`config.mk`:
```
export PLATFORM = sky130hd
export DESIGN_NAME = rec_level_guard
export DESIGN_NICKNAME = d
export VERILOG_FILES = /design/src/rtl/rlg_pkg.sv /design/src/rtl/rlg_mag_cmp.sv /design/src/rtl/rlg_hold_timer.sv /design/src/rtl/rlg_settle_gate.sv /design/src/rtl/rec_level_guard.sv
export SDC_FILE = /design/constraint.sdc
export NUM_CORES = 1
export LEC_CHECK = 0
export ABC_AREA = 1
export CORE_MARGIN = 1.5
export CORE_UTILIZATION = 38
export DETAILED_ROUTE_END_ITERATION = 6
export GPL_ROUTABILITY_DRIVEN = 0
export SLEW_MARGIN = 20
export SYNTH_ARGS = -nofsm -noshare
export SYNTH_HDL_FRONTEND = slang
export SYNTH_HIERARCHICAL = 1
export SYNTH_SLANG_ARGS = --single-unit
```
`constraint.sdc`:
```
create_clock -name clk -period 6.28 [get_ports clk]
set_input_delay 1.256 -clock clk [delete_from_list [all_inputs] [get_ports clk]]
set_output_delay 1.256 -clock clk [all_outputs]
set_load 0.01 [all_outputs]
```
`src/rtl/rlg_pkg.sv`:
```
`timescale 1ns/1ps
package rlg_pkg;
  localparam int CHANS = 2;

  typedef enum logic {
    GATE_MUTE = 1'b0,
    GATE_OPEN = 1'b1
  } gate_e;
endpackage

```
`src/rtl/rlg_mag_cmp.sv`:
```
`timescale 1ns/1ps
// Magnitude compare of one two's-complement sample against a positive limit.
module rlg_mag_cmp #(
  parameter int W   = 20,
  parameter int THR = 458752
) (
  input  logic [W-1:0] smp,
  output logic         over
);
  localparam logic [W-1:0] THR_U = W'(THR);

  logic [W-1:0] mag;

  // The negation of the most negative code wraps to 2^(W-1), which is
  // larger than any legal limit, so that code always counts as over.
  always_comb begin
    mag  = smp[W-1] ? (~smp + 1'b1) : smp;
    over = (mag > THR_U);
  end
endmodule

```
`src/rtl/rlg_hold_timer.sv`:
```
`timescale 1ns/1ps
// Retriggerable hold window counted in sample transfers.
module rlg_hold_timer #(
  parameter int HOLD = 512
) (
  input  logic clk,
  input  logic rst_n,
  input  logic step,
  input  logic hit,
  output logic flag
);
  localparam int CW = $clog2(HOLD + 1);

  logic [CW-1:0] cnt;

  always_ff @(posedge clk) begin
    if (!rst_n) begin
      cnt <= '0;
    end else if (step && hit) begin
      cnt <= CW'(HOLD);
    end else if (step && (cnt != '0)) begin
      cnt <= cnt - 1'b1;
    end
  end

  assign flag = (cnt != '0);
endmodule

```
`src/rtl/rlg_settle_gate.sv`:
```
`timescale 1ns/1ps
// Startup mute: zero the output for a number of transfers chosen by the
// DC-filter enable; the long length sticks once the enable is seen.
module rlg_settle_gate
  import rlg_pkg::*;
#(
  parameter int SHORT_LEN = 1024,
  parameter int LONG_LEN  = 12288
) (
  input  logic clk,
  input  logic rst_n,
  input  logic restart,
  input  logic dc_en,
  input  logic step,
  output logic open
);
  localparam int CW = $clog2(LONG_LEN + 1);
  localparam logic [CW-1:0] SHORT_C = CW'(SHORT_LEN);
  localparam logic [CW-1:0] LONG_C  = CW'(LONG_LEN);

  gate_e         state;
  logic [CW-1:0] cnt;
  logic [CW-1:0] nxt;
  logic          dc_seen;
  logic [CW-1:0] limit;

  always_comb begin
    nxt   = cnt + 1'b1;
    limit = (dc_seen || dc_en) ? LONG_C : SHORT_C;
  end

  always_ff @(posedge clk) begin
    if (!rst_n || restart) begin
      state   <= GATE_MUTE;
      cnt     <= '0;
      dc_seen <= 1'b0;
    end else if (state == GATE_MUTE) begin
      dc_seen <= dc_seen | dc_en;
      if (step) begin
        cnt <= nxt;
        if (nxt >= limit) begin
          state <= GATE_OPEN;
        end
      end
    end
  end

  assign open = (state == GATE_OPEN);
endmodule

```
`src/rtl/rec_level_guard.sv`:
```
`timescale 1ns/1ps
// Record-path level guard: overload flag with retriggerable hold and
// startup mute on a pass-through valid/ready sample stream.
module rec_level_guard
  import rlg_pkg::*;
#(
  parameter int SAMPLE_W     = 20,
  parameter int OVL_THRESH   = 458752,
  parameter int HOLD_SAMPLES = 512,
  parameter int MUTE_SHORT   = 1024,
  parameter int MUTE_LONG    = 12288
) (
  input  logic                clk,
  input  logic                rst_n,
  input  logic                settle_restart,
  input  logic                dc_filt_en,
  input  logic                in_valid,
  output logic                in_ready,
  input  logic [SAMPLE_W-1:0] in_left,
  input  logic [SAMPLE_W-1:0] in_right,
  output logic                out_valid,
  input  logic                out_ready,
  output logic [SAMPLE_W-1:0] out_left,
  output logic [SAMPLE_W-1:0] out_right,
  output logic                over_flag
);
  logic [SAMPLE_W-1:0] ch_in  [CHANS];
  logic [SAMPLE_W-1:0] ch_out [CHANS];
  logic [CHANS-1:0]    ch_over;
  logic                xfer;
  logic                gate_open;

  assign in_ready  = out_ready;
  assign out_valid = in_valid;
  assign xfer      = in_valid && out_ready;

  assign ch_in[0]  = in_left;
  assign ch_in[1]  = in_right;
  assign out_left  = ch_out[0];
  assign out_right = ch_out[1];

  for (genvar c = 0; c < CHANS; c++) begin : g_chan
    rlg_mag_cmp #(
      .W   (SAMPLE_W),
      .THR (OVL_THRESH)
    ) u_cmp (
      .smp  (ch_in[c]),
      .over (ch_over[c])
    );
    assign ch_out[c] = gate_open ? ch_in[c] : '0;
  end

  rlg_hold_timer #(
    .HOLD (HOLD_SAMPLES)
  ) u_hold (
    .clk   (clk),
    .rst_n (rst_n),
    .step  (xfer),
    .hit   (|ch_over),
    .flag  (over_flag)
  );

  rlg_settle_gate #(
    .SHORT_LEN (MUTE_SHORT),
    .LONG_LEN  (MUTE_LONG)
  ) u_gate (
    .clk     (clk),
    .rst_n   (rst_n),
    .restart (settle_restart),
    .dc_en   (dc_filt_en),
    .step    (xfer),
    .open    (gate_open)
  );
endmodule

```
==> impl_metrics.py, run 1 <==
metrics = {
    "outcome": {
        "status": "finished clean",
    },
    "setup_path": {
        "crit_path_frequent_cell": "clkdlybuf4s50_1",
        "start_kind": "input port",
        "end_kind": "output port",
        "ff2ff_path_depth": 18,
        "crit_chain": "clkdlybuf4s50_1 -> nand2_1 -> inv_1 -> clkdlybuf4s50_1",
        "arrival_ps": 2970,
        "critPathMaxFanout": 24,
        "r2r_slack_ps": 3690,
        "path_class": "input port to output port",
        "reg2reg_to": "u_gate/open",
        "cp.required_ps": 5020,
        "slowest_stage": "clkdlybuf4s50_1",
        "rr_startpoint": "u_gate/cnt[1]",
        "slowest_delay_ps": 1010,
    },
    "power": {
        "swShare_pct": 45.5,
        "p_seq_share_pct": 27.1,
        "p_switching_w": 0.000383,
        "p_clk_share_pct": 12.7,
        "ir_worst_vdd_mv": 0.214,
        "pwr-share-comb_pct": 60.2,
        "p_per_area_mw_per_mm2": 191,
        "internal_power_w": 0.000459,
        "leakage_nw": 2.38,
    },
    "layout": {
        "area_growth_pct": 28.6,
        "drive_gt1_share_pct": 7.85,
        "seqCellArea_um2": 520,
        "design_area_mm2": 0.00440,
        "instances_no_fill": 834,
        "layout_commonest_cell": "nand2_1",
        "n_fill_cell": 898,
        "final_cell_mix": "218 x nand2_1, 129 x inv_1, 88 x clkdlybuf4s50_1, 60 x nor2_1, 57 x nand3_1",
        "nets": 782,
        "multi_input_area_mm2": 0.00229,
        "diodes": 0,
    },
    "cts": {
        "post_cts_resized": 0,
        "clk_latency_ps": 270,
        "clock-sinks": 26,
        "cts-root-buf": "clkbuf_8",
        "htreeDepth": 1,
        "cts_made_buffers": 3,
        "post-cts-setup-buffer-count": 0,
        "clk_path_buf_depth": 2,
        "cts_hold_buf": 0,
        "clkSlewWorstSetupHoldPaths_ps": 90,
        "cts_tree": "done",
    },
    "routing": {
        "drt-total-wl_um": 8960,
        "via_per_inst": 4.76,
        "ant_nets": 0,
        "drt_iter0_markers": 181,
        "drcViolationCount": 0,
        "vias": 3967,
        "first_pass_iters": 4,
        "wl_per_cell_um": 10.7,
    },
    "grt": {
        "grt_start_max_net_pins": 27,
        "grt_pass1_wl_um": 15300,
        "grt_pass1_vias": 3561,
        "overflow": 0,
        "grt_util_all_layers_pct": 18.3,
        "antenna_found_initial": 0,
    },
    "sta": {
        "timing.hold.ws_ps": 473,
        "hold_viol_final": 0,
        "skew_ps": 5.36,
        "finalSetupViolations": 0,
        "tightest_slew_ps": 826,
        "fin_setup_tns_ps": 0,
        "max_freq_ghz": 0.237,
        "grt_setup_unrepaired": "false",
        "slew_viol_final": 0,
        "post-route-period-util_pct": 67.3,
        "slew_headroom_pct": 44.8,
        "finalCriticalPeriod_ps": 4230,
    },
    "synthesis": {
        "ys_seq_elements": 26,
        "ys_warn_count": 6,
        "syn_area_per_cell_um2": 5.29,
        "seq_area_frac_synth_pct": 15.2,
        "synthDistinctLibCells": 29,
        "synth_area_mm2": 0.00342,
        "syn-num-nets": 702,
        "synth_cells": 647,
    },
    "placed_design": {
        "port_buffers": 88,
        "place_area_mm2": 0.00435,
        "place_hpwl_um": 7270,
        "dp.cells": 830,
    },
    "die": {
        "fp.dieArea_mm2": 0.00958,
        "die_y_um": 97.9,
        "rows": 34,
        "die_w_um": 97.9,
        "fp.coreArea_mm2": 0.00872,
        "start_util_pct": 39.2,
        "io-pin-count": 89,
    },
    "min_path": {
        "worstHoldEndpoint": "u_gate/dc_seen",
        "hold_class": "flop to flop",
        "hp-start": "u_gate/dc_seen",
        "holdPathStages": 2,
    },
    "flow_run": {
        "maxCapViolCount": 0,
    },
}
==> state kept, by name, summed over array words and instances (netlist names) <==
| register | count |
|---|---|
| u_gate/cnt | 14 |
| u_gate/open | 1 |
| u_hold/cnt | 10 |
| u_gate/dc_seen | 1 |
==> Yosys cell counts, drive strengths merged <==
cell / count / area, µm²
a21o: 1 / 7.51
ha: 9 / 113
o21ai: 34 / 178
nand3b: 2 / 15.0
xor2: 7 / 61.3
buf: 9 / 81.3
inv: 135 / 507
a21oi: 20 / 108
nand4: 11 / 68.8
o211ai: 4 / 30.0
nor3: 5 / 25.0
a31oi: 1 / 6.26
clkbuf: 5 / 18.8
nand3: 63 / 345
nor2: 88 / 450
dfxtp: 26 / 521
nand2: 226 / 878
xnor2: 1 / 8.76
==> cell families (layout without fill, tap and decap cells) <==
group	Yosys count	after routing	share of synthesized area (%)
buffers and inverters	149	228	17.7
AO/OA/AOI/OAI	60	60	9.62
flip-flops	26	26	15.2
XOR/XNOR	8	8	2.05
AND/OR/NAND/NOR	395	395	52.1
adder cells (fa/ha/maj)	9	9	3.29
==> metrics by stage <==
stage	utilization, %	total power (W)	worst slack (ps)
floorplan	-	0.000607	3320
global route	50.5	0.000928	1950
detailed placement	49.8	0.000741	2050
global placement	49.8	0.000734	2060
finish	50.5	0.000842	2050
CTS	50.5	0.000851	2040
==> power by group through the flow <==
stage               combinational, W  clock [W]  sequential [W]
floorplan                   0.000381          0        0.000226
global placement            0.000502          0        0.000231
detailed placement          0.000509          0        0.000232
CTS                         0.000511   0.000112        0.000228
global route                0.000579   0.000116        0.000232
finish                      0.000507   0.000107        0.000228
==> routing by layer <==
layer / vias up / part of all wire [%] / track usage, %
met3: 4 / 3.9 / 1.43
met4: 0 / 0.40 / 2.97
met1: 1739 / 50 / 25.3
li1: 2138 / - / -
met5: - / 0 / 0
met2: 86 / 46 / 31.5
==> worst max-delay path: cells and delay by family <==
| kind | cells | cell delay [ps] |
|---|---|---|
| buf+inv | 3 | 1600 |
| simple gates | 1 | 110 |
==> area by class of cell <==
type,instances,share of cell area [%]
inverter,135,11.5
timing repair buffer,89,20.2
clock buffer,4,1.25
tap,108,3.07
multi-input combinational,472,52.1
sequential,26,11.8
==> how the worst max path moves through the flow <==
| stage | start | to | slack (ps) | depth (start not counted) |
|---|---|---|---|---|
| floorplan | in_left[0] | u_hold/cnt[0] | 3320 | 21 |
| global placement | in_left[19] | out_left[19] | 2060 | 4 |
| detailed placement | in_left[19] | out_left[19] | 2050 | 4 |
| CTS | in_left[19] | out_left[19] | 2040 | 4 |
| global route | in_right[19] | out_right[19] | 1950 | 4 |
| finish | in_right[19] | out_right[19] | 2050 | 4 |
(Power assumes the default switching activity.)
==> inputs of run 2 (changes only) <==
==> constraint.sdc (replaced) <==
create_clock -name clk -period 4.2 [get_ports clk]
set_input_delay 0.84 -clock clk [delete_from_list [all_inputs] [get_ports clk]]
set_output_delay 0.84 -clock clk [all_outputs]
set_load 0.01 [all_outputs]
==> impl_metrics.py, run 2 (synthesized netlist as in run 1, its figures left out) <==
metrics = {
    "outcome": {
        "status": "finished clean",
    },
    "routing": {
        "wl_per_cell_um": 10.8,
        "drt-total-wl_um": 9070,
        "vias": 3922,
        "drt_iter0_markers": 150,
        "drcViolationCount": 0,
        "ant_nets": 0,
        "first_pass_iters": 4,
        "via_per_inst": 4.69,
    },
    "grt": {
        "grt_pass1_vias": 3501,
        "antenna_found_initial": 0,
        "grt_start_max_net_pins": 26,
        "overflow": 0,
        "grt_pass1_wl_um": 15400,
        "grt_util_all_layers_pct": 18.5,
    },
    "layout": {
        "final_cell_mix": "218 x nand2_1, 129 x inv_1, 88 x clkdlybuf4s50_1, 60 x nor2_1, 57 x nand3_1",
        "largest_reg_flops": 14,
        "drive_gt1_share_pct": 8.10,
        "seqCellArea_um2": 520,
        "diodes": 0,
        "final_core_util_pct": 50.6,
        "nets": 785,
        "n_fill_cell": 930,
        "top_register": "u_gate/cnt",
        "top_regs": "u_gate/cnt: 14 flops, u_hold/cnt: 10 flops",
        "multi_input_area_mm2": 0.00229,
        "layout_commonest_cell": "nand2_1",
        "area_growth_pct": 28.8,
    },
    "setup_path": {
        "end_kind": "flop",
        "cp.required_ps": 4400,
        "critPathMaxFanout": 5,
        "path_class": "input port to flop",
        "arrival_ps": 3370,
        "start_kind": "input port",
    },
    "die": {
        "fp.dieArea_mm2": 0.00958,
        "die_y_um": 97.9,
        "start_util_pct": 39.2,
        "rows": 34,
        "io-pin-count": 89,
        "fp.coreArea_mm2": 0.00872,
        "die_w_um": 97.9,
    },
    "cts": {
        "cts-root-buf": "clkbuf_8",
        "cts_hold_buf": 0,
        "clk_latency_ps": 260,
        "clk_path_buf_depth": 2,
        "clock-sinks": 26,
        "post_cts_resized": 0,
        "post-cts-setup-buffer-count": 0,
        "cts_tree": "done",
        "clkSlewWorstSetupHoldPaths_ps": 90,
        "cts_made_buffers": 3,
        "htreeDepth": 1,
    },
    "placed_design": {
        "pre_cts_ws_ps": 753,
        "port_buffers": 88,
        "place_hpwl_um": 7370,
    },
    "sta": {
        "tightest_slew_ps": 547,
        "slew_viol_final": 0,
        "hold_viol_final": 0,
        "skew_ps": 6.71,
        "post-route-period-util_pct": 75.6,
        "setup_slack_ps": 1020,
        "max_freq_ghz": 0.315,
        "grt_setup_unrepaired": "false",
        "finalCriticalPeriod_ps": 3180,
        "fin_setup_tns_ps": 0,
        "slew_headroom_pct": 63.5,
        "finalSetupViolations": 0,
        "timing.hold.ws_ps": 472,
    },
    "min_path": {
        "hold_class": "flop to flop",
    },
    "power": {
        "leakage_nw": 2.38,
        "ir_worst_vdd_mv": 0.289,
        "p_per_area_mw_per_mm2": 280,
    },
    "flow_run": {
        "maxCapViolCount": 0,
    },
}
## run 2: changes by cell type in the layout (fill, tap and decap cells not counted), sizes merged
cell / before / now
clkbuf: 4 / 3
buf: 1 / 4
## run 2: stage by stage
stage               instance area, µm²  total power, W  std cells
global placement                  4370         0.00110        833
global route                      4410         0.00137        836
floorplan                         3420        0.000908        647
finish                            4410         0.00124        836
detailed placement                4370         0.00111        833
CTS                               4410         0.00125        836
## run 2: routing by layer
metal  global-route usage, %  up-vias  part of all wire, %
met5                       0        -                    0
met4                    3.19        0                 0.45
met3                    1.86        4                  3.7
met2                    33.9       75                   47
met1                    23.7     1711                   49
li1                        -     2132                    -
## run 2: cell type report
| cell class | count | share of cell area [%] |
|---|---|---|
| clock buffers | 3 | 0.936 |
| inverters | 135 | 11.5 |
| well taps | 108 | 3.06 |
| multi-input cells | 472 | 52.0 |
| flip-flops and latches | 26 | 11.8 |
| repair buffers | 92 | 20.7 |
## run 2: critical path, cell delays in order
cell             delay (ps)
clkdlybuf4s50_1         480
inv_1                   130
ha_1                    180
inv_1                    50
nor2_2                  130
nand3_2                 120
nand2_2                 130
xor2_1                  160
nand3_1                 100
nor2_1                  110
nand3_1                  90
nand2_1                  60
nand2_1                  40
inv_1                    40
nand2_1                  50
nand2_1                 110
nand2_1                 130
inv_1                   160
o21ai_0                 100
a21oi_1                 130
## run 2: path summary, 6_finish.rpt
path,from,end,slack [ps],cells past startpoint
max,in_right[0],u_hold/cnt[1],1020,20
min reg2reg,u_gate/dc_seen,u_gate/dc_seen,470,2
min,u_gate/dc_seen,u_gate/dc_seen,470,2
max reg2reg,u_gate/cnt[1],u_gate/open,1620,18
## run 2: where the power goes
part	leakage, nW	total [W]	switching [W]	internal (W)
combinational	2.15	0.000760	0.000451	0.000309
sequential	0.212	0.000340	0.0000450	0.000295
clock	0.0216	0.000136	0.0000724	0.0000641
==> inputs of run 3 (changes only) <==
==> constraint.sdc (replaced) <==
create_clock -name clk -period 3 [get_ports clk]
set_input_delay 0.6 -clock clk [delete_from_list [all_inputs] [get_ports clk]]
set_output_delay 0.6 -clock clk [all_outputs]
set_load 0.01 [all_outputs]
==> impl_metrics.py, run 3 (synthesized netlist as in run 1, its figures left out) <==
metrics = {
    "sta": {
        "slew_headroom_pct": 65.8,
        "max_freq_ghz": 0.374,
        "post-route-period-util_pct": 89.1,
        "fin_setup_tns_ps": 0,
        "grt_setup_unrepaired": "false",
        "tightest_slew_ps": 513,
        "hold_viol_final": 0,
        "skew_ps": 2.32,
        "finalSetupViolations": 0,
        "finalCriticalPeriod_ps": 2670,
        "slew_viol_final": 0,
    },
    "grt": {
        "grt_util_all_layers_pct": 19.2,
        "grt_pass1_wl_um": 16000,
        "grt_start_max_net_pins": 29,
        "overflow": 0,
        "antenna_found_initial": 0,
        "grt_pass1_vias": 3609,
    },
    "die": {
        "fp.coreArea_mm2": 0.00872,
        "io-pin-count": 89,
        "die_y_um": 97.9,
        "rows": 34,
        "die_w_um": 97.9,
        "start_util_pct": 39.2,
        "fp.dieArea_mm2": 0.00958,
    },
    "setup_path": {
        "end_kind": "flop",
        "cp.required_ps": 3210,
        "critPathMaxFanout": 5,
        "ff2ff_path_depth": 18,
        "arrival_ps": 2880,
        "path_class": "flop to flop",
        "start_kind": "flop",
    },
    "routing": {
        "drcViolationCount": 0,
        "dr_wl_met3_um": 407,
        "drt-total-wl_um": 9230,
        "wl_per_cell_um": 10.9,
        "first_pass_iters": 5,
        "wl_met2_um": 4290,
        "vias": 4043,
        "top_layer": "met4",
        "via_per_inst": 4.76,
        "met1Wirelength_um": 4470,
        "drt_iter0_markers": 130,
        "ant_nets": 0,
    },
    "cts": {
        "post-cts-setup-buffer-count": 0,
        "clkSlewWorstSetupHoldPaths_ps": 80,
        "clk_path_buf_depth": 2,
        "cts_hold_buf": 0,
        "clk_latency_ps": 260,
        "cts_tree": "done",
        "cts_made_buffers": 3,
        "post_cts_resized": 0,
        "htreeDepth": 1,
        "cts-root-buf": "clkbuf_8",
        "clock-sinks": 26,
    },
    "layout": {
        "nets": 798,
        "largest_reg_flops": 14,
        "area_growth_pct": 32.6,
        "instances_no_fill": 849,
        "top_register": "u_gate/cnt",
        "design_area_mm2": 0.00454,
        "drive_gt1_share_pct": 9.85,
        "layout_commonest_cell": "nand2_1",
        "top_regs": "u_gate/cnt: 14 flops, u_hold/cnt: 10 flops",
        "diodes": 0,
        "final_cell_mix": "218 x nand2_1, 128 x inv_1, 88 x clkdlybuf4s50_1, 60 x nor2_1, 57 x nand3_1",
    },
    "min_path": {
        "holdPathStages": 2,
        "hold_class": "flop to flop",
    },
    "power": {
        "p_seq_share_pct": 27.4,
        "p_clk_share_pct": 11.1,
        "p_switching_w": 0.000793,
        "ir_worst_vdd_mv": 0.539,
        "internal_power_w": 0.000949,
        "swShare_pct": 45.5,
        "leakage_nw": 2.45,
        "pwr-share-comb_pct": 61.6,
        "p_per_area_mw_per_mm2": 384,
    },
    "outcome": {
        "status": "finished clean",
    },
    "placed_design": {
        "place_area_mm2": 0.00449,
        "dp.cells": 846,
        "port_buffers": 88,
        "place_hpwl_um": 7580,
    },
    "flow_run": {
        "maxCapViolCount": 0,
    },
}
==> run 3: through the flow <==
stage          hold WS, ps  total power, W  util, %  setup WS, ps
6_report               476         0.00174     52.0           327
5_1_grt                521         0.00193     52.0          21.8
4_1_cts                487         0.00176     52.0           267
3_5_place_dp           464         0.00156     51.5          11.7
3_3_place_gp           454         0.00155     51.5          80.7
2_1_floorplan          437         0.00127        -           691
==> run 3: worst max-delay path, cell delays in order, from the launching register on <==
cell,delay [ps]
dfxtp_1,420
ha_1,250
nand3_1,130
inv_1,120
nand4_1,140
nor2_1,160
xor2_1,200
inv_1,70
ha_1,270
nand2_1,70
nor2_1,120
nand2_1,70
nor2_1,110
nand2_1,80
nor2_2,110
nand3_1,70
nand2_1,60
nand2_1,50
a21oi_2,110
==> run 3: final cells by class <==
class | count | area (µm²)
flip-flops and latches | 26 | 520
clock buffers | 3 | 41.3
inverters | 135 | 507
multi-input cells | 472 | 2300
fillers | 953 | 4180
well taps | 108 | 135
repair buffers | 105 | 1030
==> run 3: path summary, 6_finish.rpt <==
check                                 endpoint  slack, ps            from
worst max register to register     u_gate/open        330   u_gate/cnt[1]
worst max-delay path               u_gate/open        330   u_gate/cnt[1]
worst min register to register  u_gate/dc_seen        480  u_gate/dc_seen
worst min-delay path            u_gate/dc_seen        480  u_gate/dc_seen
==> run 3: power by group through the flow <==
stage                     Clock [W]  Sequential (W)  Combinational (W)
after floorplan                   0        0.000473           0.000798
after CTS                  0.000207        0.000477            0.00108
after detailed placement          0        0.000485            0.00107
after global routing       0.000219        0.000487            0.00122
after global placement            0        0.000483            0.00107
final                      0.000193        0.000477            0.00107
==> run 3: layer usage <==
metal | vias up | track usage [%]
met3 | 6 | 1.36
li1 | 2157 | -
met4 | 0 | 3.74
met5 | - | 0
met2 | 98 | 33.4
met1 | 1782 | 26.3
